File: src/rtl/irq_agg_pkg.sv
// Package: shared register indices for the interrupt aggregator.
// Assumes one 16-bit register per 32-bit slot, so the word index is addr[4:2].
package irq_agg_pkg;

    localparam int IDX_W = 3;

    typedef enum logic [IDX_W-1:0] {
        IDX_SCRATCH = 3'd0,
        IDX_CTRL    = 3'd1,
        IDX_STATUS  = 3'd2,
        IDX_EN_SET  = 3'd3,
        IDX_EN_CLR  = 3'd4,
        IDX_MSK_SET = 3'd5,
        IDX_MSK_CLR = 3'd6
    } reg_idx_e;

    localparam int NUM_MAPPED = 7;

endpackage

File: src/rtl/irq_agg_sync.sv
// Module: two-stage synchroniser for a vector of asynchronous levels.
// Assumes each bit is an independent slow level, so no bus coherence is needed.
module irq_agg_sync #(
    parameter int WIDTH = 16
) (
    input  logic             clk,
    input  logic             rst_n,
    input  logic [WIDTH-1:0] async_in,
    output logic [WIDTH-1:0] sync_out
);

    logic [WIDTH-1:0] stage1_q;
    logic [WIDTH-1:0] stage2_q;

    // Shift the raw levels through two flops.
    always_ff @(posedge clk) begin
        if (!rst_n) begin
            stage1_q <= '0;
            stage2_q <= '0;
        end else begin
            stage1_q <= async_in;
            stage2_q <= stage1_q;
        end
    end

    assign sync_out = stage2_q;

endmodule

File: src/rtl/irq_agg_bus.sv
// Module: bus decode, scratch/control storage and registered read mux.
// Assumes at most one strobe per cycle and that the address is a byte address.
module irq_agg_bus
    import irq_agg_pkg::*;
#(
    parameter int ADDR_W = 5,
    parameter int DATA_W = 16,
    parameter int NUM_SRC = 16
) (
    input  logic               clk,
    input  logic               rst_n,
    input  logic [ADDR_W-1:0]  bus_addr,
    input  logic               bus_wr,
    input  logic [DATA_W-1:0]  bus_wdata,
    input  logic               bus_rd,
    output logic [DATA_W-1:0]  bus_rdata,
    input  logic [NUM_SRC-1:0] en_vec,
    input  logic [NUM_SRC-1:0] mask_vec,
    input  logic [NUM_SRC-1:0] pend_vec,
    output logic               we_status,
    output logic               we_en_set,
    output logic               we_en_clr,
    output logic               we_msk_set,
    output logic               we_msk_clr
);

    localparam int WORD_W = ADDR_W - 2;

    logic [WORD_W-1:0] word_sel;
    logic              mapped;
    reg_idx_e          idx;
    logic [DATA_W-1:0] scratch_q;
    logic [DATA_W-1:0] ctrl_q;
    logic [DATA_W-1:0] rd_mux;

    assign word_sel = bus_addr[ADDR_W-1:2];
    assign mapped   = (word_sel < WORD_W'(NUM_MAPPED));
    assign idx      = reg_idx_e'(word_sel[IDX_W-1:0]);

    // Decode write strobes for the per-source vectors.
    always_comb begin
        we_status  = bus_wr && mapped && (idx == IDX_STATUS);
        we_en_set  = bus_wr && mapped && (idx == IDX_EN_SET);
        we_en_clr  = bus_wr && mapped && (idx == IDX_EN_CLR);
        we_msk_set = bus_wr && mapped && (idx == IDX_MSK_SET);
        we_msk_clr = bus_wr && mapped && (idx == IDX_MSK_CLR);
    end

    // Hold the two plain read/write words.
    always_ff @(posedge clk) begin
        if (!rst_n) begin
            scratch_q <= '0;
            ctrl_q    <= '0;
        end else if (bus_wr && mapped) begin
            if (idx == IDX_SCRATCH) scratch_q <= bus_wdata;
            if (idx == IDX_CTRL)    ctrl_q    <= bus_wdata;
        end
    end

    // Select the addressed register; unmapped words read as zero.
    always_comb begin
        rd_mux = '0;
        if (mapped) begin
            unique case (idx)
                IDX_SCRATCH:             rd_mux = scratch_q;
                IDX_CTRL:                rd_mux = ctrl_q;
                IDX_STATUS:              rd_mux = DATA_W'(pend_vec);
                IDX_EN_SET, IDX_EN_CLR:   rd_mux = DATA_W'(en_vec);
                IDX_MSK_SET, IDX_MSK_CLR: rd_mux = DATA_W'(mask_vec);
                default:                 rd_mux = '0;
            endcase
        end
    end

    // Register read data one cycle after the strobe.
    always_ff @(posedge clk) begin
        if (!rst_n)      bus_rdata <= '0;
        else if (bus_rd) bus_rdata <= rd_mux;
        else             bus_rdata <= '0;
    end

endmodule

File: src/rtl/irq_agg_core.sv
// Module: per-source enable, mask and pending state plus the combined output.
// Assumes synchronised source levels and one-hot write strobes from the decoder.
module irq_agg_core #(
    parameter int NUM_SRC = 16,
    parameter int DATA_W  = 16
) (
    input  logic               clk,
    input  logic               rst_n,
    input  logic [NUM_SRC-1:0] src_sync,
    input  logic [DATA_W-1:0]  wdata,
    input  logic               we_status,
    input  logic               we_en_set,
    input  logic               we_en_clr,
    input  logic               we_msk_set,
    input  logic               we_msk_clr,
    output logic [NUM_SRC-1:0] en_vec,
    output logic [NUM_SRC-1:0] mask_vec,
    output logic [NUM_SRC-1:0] pend_vec,
    output logic               irq_out
);

    logic [NUM_SRC-1:0] bits;
    logic [NUM_SRC-1:0] hit;

    assign bits = wdata[NUM_SRC-1:0];

    for (genvar i = 0; i < NUM_SRC; i++) begin : g_src
        // Update one source's enable bit from the set/clear aliases.
        always_ff @(posedge clk) begin
            if (!rst_n)                     en_vec[i] <= 1'b0;
            else if (we_en_set && bits[i])  en_vec[i] <= 1'b1;
            else if (we_en_clr && bits[i])  en_vec[i] <= 1'b0;
        end

        // Update one source's mask bit from the set/clear aliases.
        always_ff @(posedge clk) begin
            if (!rst_n)                      mask_vec[i] <= 1'b0;
            else if (we_msk_set && bits[i])  mask_vec[i] <= 1'b1;
            else if (we_msk_clr && bits[i])  mask_vec[i] <= 1'b0;
        end

        // Capture an enabled level; capture beats a same-cycle acknowledge.
        always_ff @(posedge clk) begin
            if (!rst_n)                          pend_vec[i] <= 1'b0;
            else if (src_sync[i] && en_vec[i])   pend_vec[i] <= 1'b1;
            else if (we_status && bits[i])       pend_vec[i] <= 1'b0;
        end

        assign hit[i] = pend_vec[i] & mask_vec[i];
    end

    // Register the combined host interrupt.
    always_ff @(posedge clk) begin
        if (!rst_n) irq_out <= 1'b0;
        else        irq_out <= |hit;
    end

endmodule

File: src/rtl/irq_agg_regs.sv
// Module: top of the interrupt aggregator; wires synchroniser, decoder and core.
// Assumes NUM_SRC <= DATA_W and ADDR_W >= 5.
module irq_agg_regs #(
    parameter int ADDR_W  = 5,
    parameter int DATA_W  = 16,
    parameter int NUM_SRC = 16
) (
    input  logic               clk,
    input  logic               rst_n,
    input  logic [ADDR_W-1:0]  bus_addr,
    input  logic               bus_wr,
    input  logic [DATA_W-1:0]  bus_wdata,
    input  logic               bus_rd,
    output logic [DATA_W-1:0]  bus_rdata,
    input  logic [NUM_SRC-1:0] src_in,
    output logic               host_irq
);

    logic [NUM_SRC-1:0] src_sync;
    logic [NUM_SRC-1:0] en_vec;
    logic [NUM_SRC-1:0] mask_vec;
    logic [NUM_SRC-1:0] pend_vec;
    logic we_status, we_en_set, we_en_clr, we_msk_set, we_msk_clr;

    irq_agg_sync #(.WIDTH(NUM_SRC)) u_sync (
        .clk      (clk),
        .rst_n    (rst_n),
        .async_in (src_in),
        .sync_out (src_sync)
    );

    irq_agg_bus #(.ADDR_W(ADDR_W), .DATA_W(DATA_W), .NUM_SRC(NUM_SRC)) u_bus (
        .clk        (clk),
        .rst_n      (rst_n),
        .bus_addr   (bus_addr),
        .bus_wr     (bus_wr),
        .bus_wdata  (bus_wdata),
        .bus_rd     (bus_rd),
        .bus_rdata  (bus_rdata),
        .en_vec     (en_vec),
        .mask_vec   (mask_vec),
        .pend_vec   (pend_vec),
        .we_status  (we_status),
        .we_en_set  (we_en_set),
        .we_en_clr  (we_en_clr),
        .we_msk_set (we_msk_set),
        .we_msk_clr (we_msk_clr)
    );

    irq_agg_core #(.NUM_SRC(NUM_SRC), .DATA_W(DATA_W)) u_core (
        .clk        (clk),
        .rst_n      (rst_n),
        .src_sync   (src_sync),
        .wdata      (bus_wdata),
        .we_status  (we_status),
        .we_en_set  (we_en_set),
        .we_en_clr  (we_en_clr),
        .we_msk_set (we_msk_set),
        .we_msk_clr (we_msk_clr),
        .en_vec     (en_vec),
        .mask_vec   (mask_vec),
        .pend_vec   (pend_vec),
        .irq_out    (host_irq)
    );

endmodule

File: config.mk
export PLATFORM = sky130hd
export DESIGN_NAME = irq_agg_regs
export DESIGN_NICKNAME = d
export VERILOG_FILES = /design/src/rtl/irq_agg_pkg.sv /design/src/rtl/irq_agg_sync.sv /design/src/rtl/irq_agg_bus.sv /design/src/rtl/irq_agg_core.sv /design/src/rtl/irq_agg_regs.sv
export SDC_FILE = /design/constraint.sdc
export NUM_CORES = 1
export LEC_CHECK = 0
export BUFFER_PORTS_ARGS = -buffer_cell sky130_fd_sc_hd__buf_2
export CAP_MARGIN = 10
export CELL_PAD_IN_SITES_DETAIL_PLACEMENT = 0
export CELL_PAD_IN_SITES_GLOBAL_PLACEMENT = 1
export CORE_AREA = 5 5 113 115
export CTS_CLUSTER_DIAMETER = 40
export DETAILED_ROUTE_END_ITERATION = 12
export DIE_AREA = 0 0 118 120
export PLACE_DENSITY_LB_ADDON = 0.1
export SYNTH_ARGS = -nofsm -noshare
export SYNTH_HDL_FRONTEND = slang
export SYNTH_SLANG_ARGS = --single-unit
export TNS_END_PERCENT = 20
File: constraint.sdc
create_clock -name clk -period 3.7 [get_ports clk]
set_clock_uncertainty 0.2 [all_clocks]
set_input_delay 0.185 -clock clk [delete_from_list [all_inputs] [get_ports clk]]
set_output_delay 0.185 -clock clk [all_outputs]
set_load 0.01 [all_outputs]
==> results.cfg <==
[synth]
yosysWarnings = 0
synthAdderAreaFrac_pct = 0
synth_edf_count = 0
synth_cell_types = 32
syn-num-nets = 574
muxShareOfSynthArea_pct = 3.512
synth_area_leaders = dfxtp_1 (50%), a22oi_1 (10%), nand2_1 (8.3%)
synth-simple-area-share_pct = 21.49
syn_area_per_cell_um2 = 9.625
synth_common_cells = dfxtp_1 (129), nand2_1 (113), a22oi_1 (68)
synth_compound_area_share_pct = 20.00
yosys.area.top_type_share_pct = 50.34
netlist_area_um2 = 5130
seq_area_frac_synth_pct = 50.34
async_flop_share_pct = 0
synth_top_family_by_area = simple AND/OR/NAND/NOR gates
ys_ff_latch = 129
synth.most_common_cell = dfxtp_1
synth_xor_xnor_area_share_pct = 0.1707
synth_top_flop_cell = dfxtp_1
yosysTopAreaCell = dfxtp_1
synth_cells = 533

[global_route]
grt_pass1_wl_mm = 22.60
grt.total_usage_pct = 20.76
antenna_found_initial = 0
grt_pass1_vias = 4086
grt.overflow.total = 0
grt_max_degree = 114

[setup_path]
worstSetupEndpointType = flop
cp_slowest_stage_delay_ns = 0.78
arrival_ns = 2.12
critPathMaxFanout = 28
regToRegStartpoint = u_core.mask_vec[14]$_SDFFE_PN0P_
slowest_stage = o22ai_2
cp.required_ns = 3.80
regToRegSetupSlack_ns = 2.13
crit_family = compound AO/OA/AOI/OAI gates
crit_chain = buf_2, nand2_1, o22ai_2, a22oi_1, a21oi_1
startpoint = bus_addr[3]
crit_buf_inv = 1
critPathKind = input pin to flop
crit_path_start_kind = input pin

[detailed_routing]
first_pass_iters = 4
drt_iter0_markers = 334
wirelength_mm = 14.28
ant_nets = 0
drcViolationCount = 0
vias = 4091
wire_per_inst_um = 18.62
viasPerCell = 5.334

[sta]
period_share_pct = 54.61
rsz0062_at_grt = false
fmax_ghz = 0.4949
tightest_slew_ns = 1.014
hold_slack_ns = 0.1538
slew_violations = 0
fin_tns_setup_ns = 0
relSlewSlack_pct = 32.31
fin_crit_ns = 2.021
setup_viol = 0
hold_violations = 0

[outcome]
status = complete, no violations

[die]
die_area_um2 = 14160
die_h_um = 120
core_um2 = 11710
io_pins = 58
rows = 40
die_w_um = 118
start_util_pct = 43.80

[clock_network]
cts_tree = done
h-tree-depth = 4
clock_latency_ns = 0.41
clk_pin_slew_ns = 0.05
cts.sinks = 129
ctsLongestPathBuffers = 2
cts.repair.resized = 0
numCtsBuffers = 17
cts_root_buf = clkbuf_16

[placement]
port_buffers = 55
dp_hpwl_mm = 8.252
gp_congestion = 0.7550

[power]
internal_power_uw = 2599
switching_share_pct = 21.56
power_frac_comb_pct = 6.3
ir_drop_mv = 0.3684
power_density_nw_per_um2 = 524.9
switching_power_uw = 714.5
seq_power_share_pct = 43.4
power_leakage_uw = 0.002264
p_clk_share_pct = 50.3

[worst_hold_path]
min_from = bus_wr
min_path_type = input pin to flop

[run]
drv_cap = 0

[finish]
diodes = 0
area_growth_pct = 23.05
drive_gt1_share_pct = 18.87
nNetsFinal = 648
## through the flow
step	worst slack (ns)	utilization (%)	area (um2)	power, uW	std cells
after global routing	1.480	53.90	6312	3436	767
after floorplan	2.213	-	5130	1579	533
final	1.679	53.90	6312	3314	767
after CTS	1.670	53.90	6312	3352	767
after global placement	1.256	46.07	5395	1646	703
after detailed placement	1.223	46.07	5395	1651	703
## cell families after synthesis
logic type,Yosys count
compound gates,138
xor+xnor,1
buf+inv,37
flops,129
mux,16
simple gates,212
## cell type report
cell class / instances / area (um2)
tap: 147 / 183.9
clock buffer: 21 / 460.4
timing repair buffer: 91 / 625.6
sequential: 129 / 2582
fill: 1100 / 5399
multi-input combinational: 367 / 2320
clock inverter: 11 / 136.4
inverter: 1 / 3.754
## power by group through the flow
stage / clock, uW / sequential, uW / combinational (uW)
2_1_floorplan: 0 / 1460 / 116
3_3_place_gp: 0 / 1470 / 180
3_5_place_dp: 0 / 1470 / 183
4_1_cts: 1700 / 1440 / 209
5_1_grt: 1770 / 1440 / 229
6_report: 1670 / 1440 / 208
## tightest hold or removal path, cell delays in order
cell and delay [ns]:
buf_2 0.15, nand2_4 0.11, nor3_4 0.12, nand2_1 0.09, a21boi_1 0.05
## worst paths after layout
kind | to | cells past startpoint
worst max register to register | u_core.irq_out$_SDFF_PN0_ | 4
worst max-delay path | u_bus.bus_rdata[14]$_SDFF_PN0_ | 5
worst min-delay path | u_bus.ctrl_q[5]$_SDFFE_PN0P_ | 5
worst min register to register | u_sync.sync_out[13]$_SDFF_PN0_ | 1
## what timing repair did
| action | 4_1_cts | 5_1_grt |
|---|---|---|
| hold endpoints to repair | 96 | 0 |
| hold buffers | 32 | 0 |
| buffers inserted | 0 | 0 |
## per-layer routing
metal  track usage [%]  vias up  share of wire [%]
met5                 0        -                  0
met4             9.677        0                1.3
met3             4.430       14                5.8
met2             31.97      113                 47
met1             27.85     1944                 46
li1                  -     2020                  -
## sequential cells by signal (all words and copies together) (netlist names)
register and count:
u_sync.sync_out 16, u_bus.bus_rdata 16, u_core.en_vec 16, u_bus.ctrl_q 16
u_core.irq_out 1, u_core.mask_vec 16, u_sync.stage1_q 16, u_bus.scratch_q 16
u_core.pend_vec 16
## cells in the final DEF, fill, tap and decap left out
| master | Yosys | final |
|---|---|---|
| dfxtp_1 | 129 | 129 |
| nor2b_2 | 0 | 1 |
| nand3_1 | 5 | 5 |
| mux2_2 | 16 | 16 |
| nor3b_4 | 1 | 1 |
| inv_2 | 1 | 1 |
| clkbuf_16 | 0 | 17 |
| and4b_1 | 1 | 1 |
| nand2_1 | 113 | 113 |
| nand2_4 | 1 | 1 |
| dlygate4sd3_1 | 0 | 32 |
| a22oi_1 | 68 | 68 |
| nor3_4 | 1 | 1 |
| clkinvlp_4 | 0 | 1 |
| nor4b_4 | 1 | 1 |
| clkinv_4 | 0 | 1 |
| and4bb_2 | 2 | 2 |
| clkbuf_8 | 0 | 2 |
| nand2b_4 | 1 | 1 |
| and2_1 | 32 | 32 |
| nor2b_1 | 49 | 48 |
| xnor2_1 | 1 | 1 |
| a21oi_1 | 16 | 16 |
| o21a_1 | 1 | 1 |
| nand3b_1 | 1 | 1 |
| nor2_1 | 2 | 2 |
| clkinv_2 | 0 | 6 |
| o22ai_2 | 1 | 1 |
| a22o_1 | 2 | 2 |
| clkbuf_1 | 14 | 2 |
| buf_4 | 8 | 4 |
| a32oi_1 | 16 | 16 |
| nor2_2 | 2 | 2 |
| a221oi_1 | 2 | 2 |
| buf_2 | 3 | 55 |
| bufinv_16 | 0 | 3 |
| a21boi_1 | 1 | 1 |
| a21boi_0 | 31 | 31 |
(Power assumes the default switching activity.)
